File: config.mk
export PLATFORM = sky130hd
export DESIGN_NAME = iso_dma_term
export DESIGN_NICKNAME = d
export VERILOG_FILES = /design/src/rtl/iso_dma_term.sv
export SDC_FILE = /design/constraint.sdc
export NUM_CORES = 1
export LEC_CHECK = 0
export BUFFER_PORTS_ARGS = -buffer_cell sky130_fd_sc_hd__buf_2
export CAP_MARGIN = 20
export CELL_PAD_IN_SITES_DETAIL_PLACEMENT = 1
export CELL_PAD_IN_SITES_GLOBAL_PLACEMENT = 2
export CORE_MARGIN = 2
export CORE_UTILIZATION = 27
export DETAILED_ROUTE_END_ITERATION = 12
export GPL_TIMING_DRIVEN = 0
export PLACE_DENSITY = 0.88
export SLEW_MARGIN = 40
export SYNTH_ARGS = -nofsm -noshare
export SYNTH_HDL_FRONTEND = slang
export SYNTH_SLANG_ARGS = --single-unit
File: constraint.sdc
create_clock -name clk -period 2.45 [get_ports clk]
set_input_delay 0.245 -clock clk [delete_from_list [all_inputs] [get_ports clk]]
set_output_delay 0.245 -clock clk [all_outputs]
set_load 0.005 [all_outputs]
File: src/rtl/iso_dma_term.sv
module iso_dma_term #(
  parameter int CNT_W = 16
) (
  input  logic             clk,
  input  logic             rst_n,
  input  logic             cfg_wr,
  input  logic             cfg_en,
  input  logic             cfg_cnt_en,
  input  logic             cfg_dir_in,
  input  logic [CNT_W-1:0] cfg_count,
  input  logic             eop_i,
  input  logic             word_i,
  output logic             active_o,
  output logic             eot_o,
  output logic             done_o,
  output logic [1:0]       cause_o,
  output logic [CNT_W-1:0] remain_o
);

  localparam logic [1:0] CAUSE_NONE = 2'd0;
  localparam logic [1:0] CAUSE_DIS  = 2'd1;
  localparam logic [1:0] CAUSE_EOP  = 2'd2;
  localparam logic [1:0] CAUSE_CNT  = 2'd3;
  localparam logic [CNT_W-1:0] ONE  = CNT_W'(1);

  logic             active_q, cnt_en_q, dir_in_q, done_q, eot_q;
  logic [1:0]       cause_q;
  logic [CNT_W-1:0] cnt_q;

  wire start    = cfg_wr & cfg_en;
  wire run      = active_q & ~cfg_wr;
  wire stop_dis = active_q & cfg_wr & ~cfg_en;
  wire stop_eop = run & eop_i;
  wire stop_cnt = run & word_i & (cnt_q == ONE) & cnt_en_q & dir_in_q;
  wire finish   = stop_dis | stop_eop | stop_cnt;
  wire dec      = active_q & word_i & (cnt_q != '0) & ~start;

  wire [1:0] win_cause = stop_dis ? CAUSE_DIS :
                         stop_eop ? CAUSE_EOP : CAUSE_CNT;

  always_ff @(posedge clk) begin
    if (!rst_n) begin
      active_q <= 1'b0;
      cnt_en_q <= 1'b0;
      dir_in_q <= 1'b0;
      done_q   <= 1'b0;
      eot_q    <= 1'b0;
      cause_q  <= CAUSE_NONE;
      cnt_q    <= '0;
    end else begin
      eot_q <= finish;
      if (start) begin
        active_q <= 1'b1;
        cnt_en_q <= cfg_cnt_en;
        dir_in_q <= cfg_dir_in;
        done_q   <= 1'b0;
        cause_q  <= CAUSE_NONE;
        cnt_q    <= cfg_count;
      end else begin
        if (dec) cnt_q <= cnt_q - ONE;
        if (finish) begin
          active_q <= 1'b0;
          done_q   <= 1'b1;
          cause_q  <= win_cause;
        end
      end
    end
  end

  assign active_o = active_q;
  assign eot_o    = eot_q;
  assign done_o   = done_q;
  assign cause_o  = cause_q;
  assign remain_o = cnt_q;

endmodule

==> flow_metrics.env <==
export IMPL_worstPathMaxFanout=10
export IMPL_cts_buffers=3
export IMPL_cts_hold_buf=0
export IMPL_die_width_um=73.0
export IMPL_holdCritStartpoint="cfg_count[1]"
export IMPL_rsz0062_at_grt="false"
export IMPL_endpoint_kind="flop"
export IMPL_ios=45
export IMPL_r2r_start="remain_o[0]$_SDFFE_PN0P_"
export IMPL_synth_top_area_share_pct=35.8
export IMPL_p_leak_nw=0.660
export IMPL_synth_seq_cells=23
export IMPL_ys_seq_area_share_pct=35.8
export IMPL_startpoint="remain_o[0]$_SDFFE_PN0P_"
export IMPL_area_growth_pct=26.9
export IMPL_die_h_um=73.0
export IMPL_use_met1_pct=21.8
export IMPL_synth_top_area_cell="dfxtp_1"
export IMPL_cts_max_path_buffers=2
export IMPL_drv_slew=0
export IMPL_hpwl_um=3060
export IMPL_setup_slack_ns=0.203
export IMPL_status="finished, final reports clean"
export IMPL_hold_violations=0
export IMPL_tns_ns=0
export IMPL_finClkSkew_ns=0.00291
export IMPL_finalNetCount=231
export IMPL_cpMaxStageDelayCell="dfxtp_1"
export IMPL_grtUsageTotal_pct=16.2
export IMPL_slowest_delay_ns=0.38
export IMPL_htreeDepth=1
export IMPL_crit_family="simple AND/OR/NAND/NOR gates"
export IMPL_firstDrtPassIters=4
export IMPL_worstPathCellList="inv_1, ha_1, or3b_1, clkbuf_1, nor4_4, clkbuf_4, o21ai_0, a311oi_1"
export IMPL_final_area_sq_mm=0.00163
export IMPL_portBuffers=43
export IMPL_setup_viol=0
export IMPL_fill_cells=588
export IMPL_crit_type="reg2reg"
export IMPL_core_region_area_sq_mm=0.00466
export IMPL_vdd_drop_max_uv=241
export IMPL_period_minus_slack_ns=2.25
export IMPL_syn_num_nets=182
export IMPL_synth_warnings=0
export IMPL_timing_fmax_ghz=0.445
export IMPL_place_congestion=0.728
export IMPL_drc=0
export IMPL_syn_inst=156
export IMPL_wl_per_cell_um=16.0
export IMPL_start_kind="flop"
export IMPL_drv_cap=0
export IMPL_synthMostInstantiatedCell="dfxtp_1"
export IMPL_cp_num_buf_inv=3
export IMPL_place_area_sq_mm=0.00157
export IMPL_regArea_sq_um=460
export IMPL_start_util_pct=27.6
export IMPL_grt_first_pass_wirelength_um=6730
export IMPL_cp_required_ns=2.63
export IMPL_p_per_area_mw_per_mm2=545
export IMPL_antenna_left=0
export IMPL_synth_cell_type_count=39
export IMPL_synth_edf_count=0
export IMPL_synthesis_area_sq_mm=0.00129
export IMPL_dominantRegCellSynth="dfxtp_1"
export IMPL_drive_gt1_share_pct=27.0
export IMPL_grt_ovfl_total=0
export IMPL_clk_pin_slew_ns=0.08
export IMPL_routed_via_density=5.59
export IMPL_synth_area_top_cells="dfxtp_1 36%, o21ai_0 7.0%, or4_1 6.4%"
export IMPL_worstMarginPinSlew_ns=0.566
export IMPL_synthArstFlopShare_pct=0
export IMPL_crit_arrival_ns=2.43
export IMPL_min_path_type="in2reg"
export IMPL_rows=25
export IMPL_slew_headroom_pct=62.3
export IMPL_vias=1441
export IMPL_synth_common_cells="23 x dfxtp_1, 18 x o21ai_0, 13 x or3_1, 11 x or4_1"
export IMPL_multiInputGateArea_sq_um=779
export IMPL_busiest_layer="met2"
export IMPL_grt_util_met3_pct=3.31
export IMPL_clock_sinks=23
export IMPL_dp_cells=253
export IMPL_antenna_cells=0
export IMPL_cts_tree="yes"
export IMPL_grt_max_degree=13
export IMPL_place_ws_ns=0.0823
export IMPL_antenna_found_initial=0
export IMPL_period_share_pct=91.7
export IMPL_wl_um=4120
export IMPL_grt_pass1_vias=1389
export IMPL_cts_root_buf="clkbuf_8"
export IMPL_dieArea_sq_mm=0.00533
export IMPL_clkLatencyLatePin_ns=0.27
export IMPL_drt_initial_drc_count=57
export IMPL_final_cells=258
export IMPL_postSynthAreaPerCell_sq_um=8.25
export IMPL_use_met2_pct=26.3
==> area by class of cell <==
cell class | instances | share of cell area (%)
Multi-Input combinational cell | 119 | 47.7
Sequential cell | 23 | 28.2
Timing Repair Buffer | 44 | 13.6
Tap cell | 54 | 4.14
Buffer | 11 | 2.84
Clock buffer | 4 | 2.76
Inverter | 3 | 0.690
==> cells by family after synthesis <==
kind of cell | Yosys count | share of synthesized area [%]
compound gates | 52 | 26.0
fa+ha+maj | 2 | 1.95
buf+inv | 14 | 4.28
flops | 23 | 35.8
simple gates | 65 | 32.0
==> path summary, 6_finish.rpt <==
path	end	slack, ns	cells past startpoint
worst max-delay path	remain_o[0]$_SDFFE_PN0P_	0.20	8
worst min-delay path	remain_o[1]$_SDFFE_PN0P_	0.20	3
worst max register to register	remain_o[0]$_SDFFE_PN0P_	0.20	8
worst min register to register	cnt_en_q$_SDFFE_PN0P_	0.46	2
==> layer usage <==
metal / part of all wire (%) / wire [um] / up-vias
met5: 0 / 0 / -
met4: 0.83 / 34 / 0
met3: 5.5 / 225 / 4
met2: 46 / 1900 / 41
met1: 48 / 1960 / 688
li1: - / - / 708
==> registers in the layout, summed over array words and instances, names as in the netlist <==
| signal | flops |
|---|---|
| done_o | 1 |
| eot_o | 1 |
| cnt_en_q | 1 |
| active_o | 1 |
| cause_o | 2 |
| dir_in_q | 1 |
| remain_o | 16 |
==> through the flow <==
stage	util, %	hold WS (ns)	power [mW]
floorplan	-	0.381	0.558
global placement	33.7	0.446	0.641
detailed placement	33.7	0.451	0.645
CTS	34.6	0.200	0.894
global route	35.0	0.233	0.949
finish	35.0	0.203	0.890
==> power by group <==
part           internal (mW)  switching, mW
Clock                  0.116          0.130
Combinational         0.0914          0.123
Sequential             0.398         0.0311
==> worst register-to-register path, cell delays in order (launching register included) <==
cell and delay (ns):
dfxtp_1 0.38, inv_1 0.08, ha_1 0.20, or3b_1 0.35, clkbuf_1 0.23, nor4_4 0.34
clkbuf_4 0.25, o21ai_0 0.09, a311oi_1 0.25
==> placed cells by master, fill, tap and decap left out, types with 3 or more instances in the layout <==
master    count
o21ai_0      18
a31oi_1      10
clkbuf_8      3
nor2_1        7
or3_1        13
o31ai_1       6
inv_1         3
clkbuf_1     10
dfxtp_1      23
or4_1        11
nand2_1      10
a21oi_1       5
buf_2        44
or4_4         3
nand3_1       4
==> what timing repair did <==
item / CTS / global route
endpoints found under the setup margin: 0 / 3
endpoints found under the hold margin: 0 / 0
setup buffers: 0 / 1
gates resized for setup: 0 / 2
No activity file was read; power rests on OpenSTA's default activity.
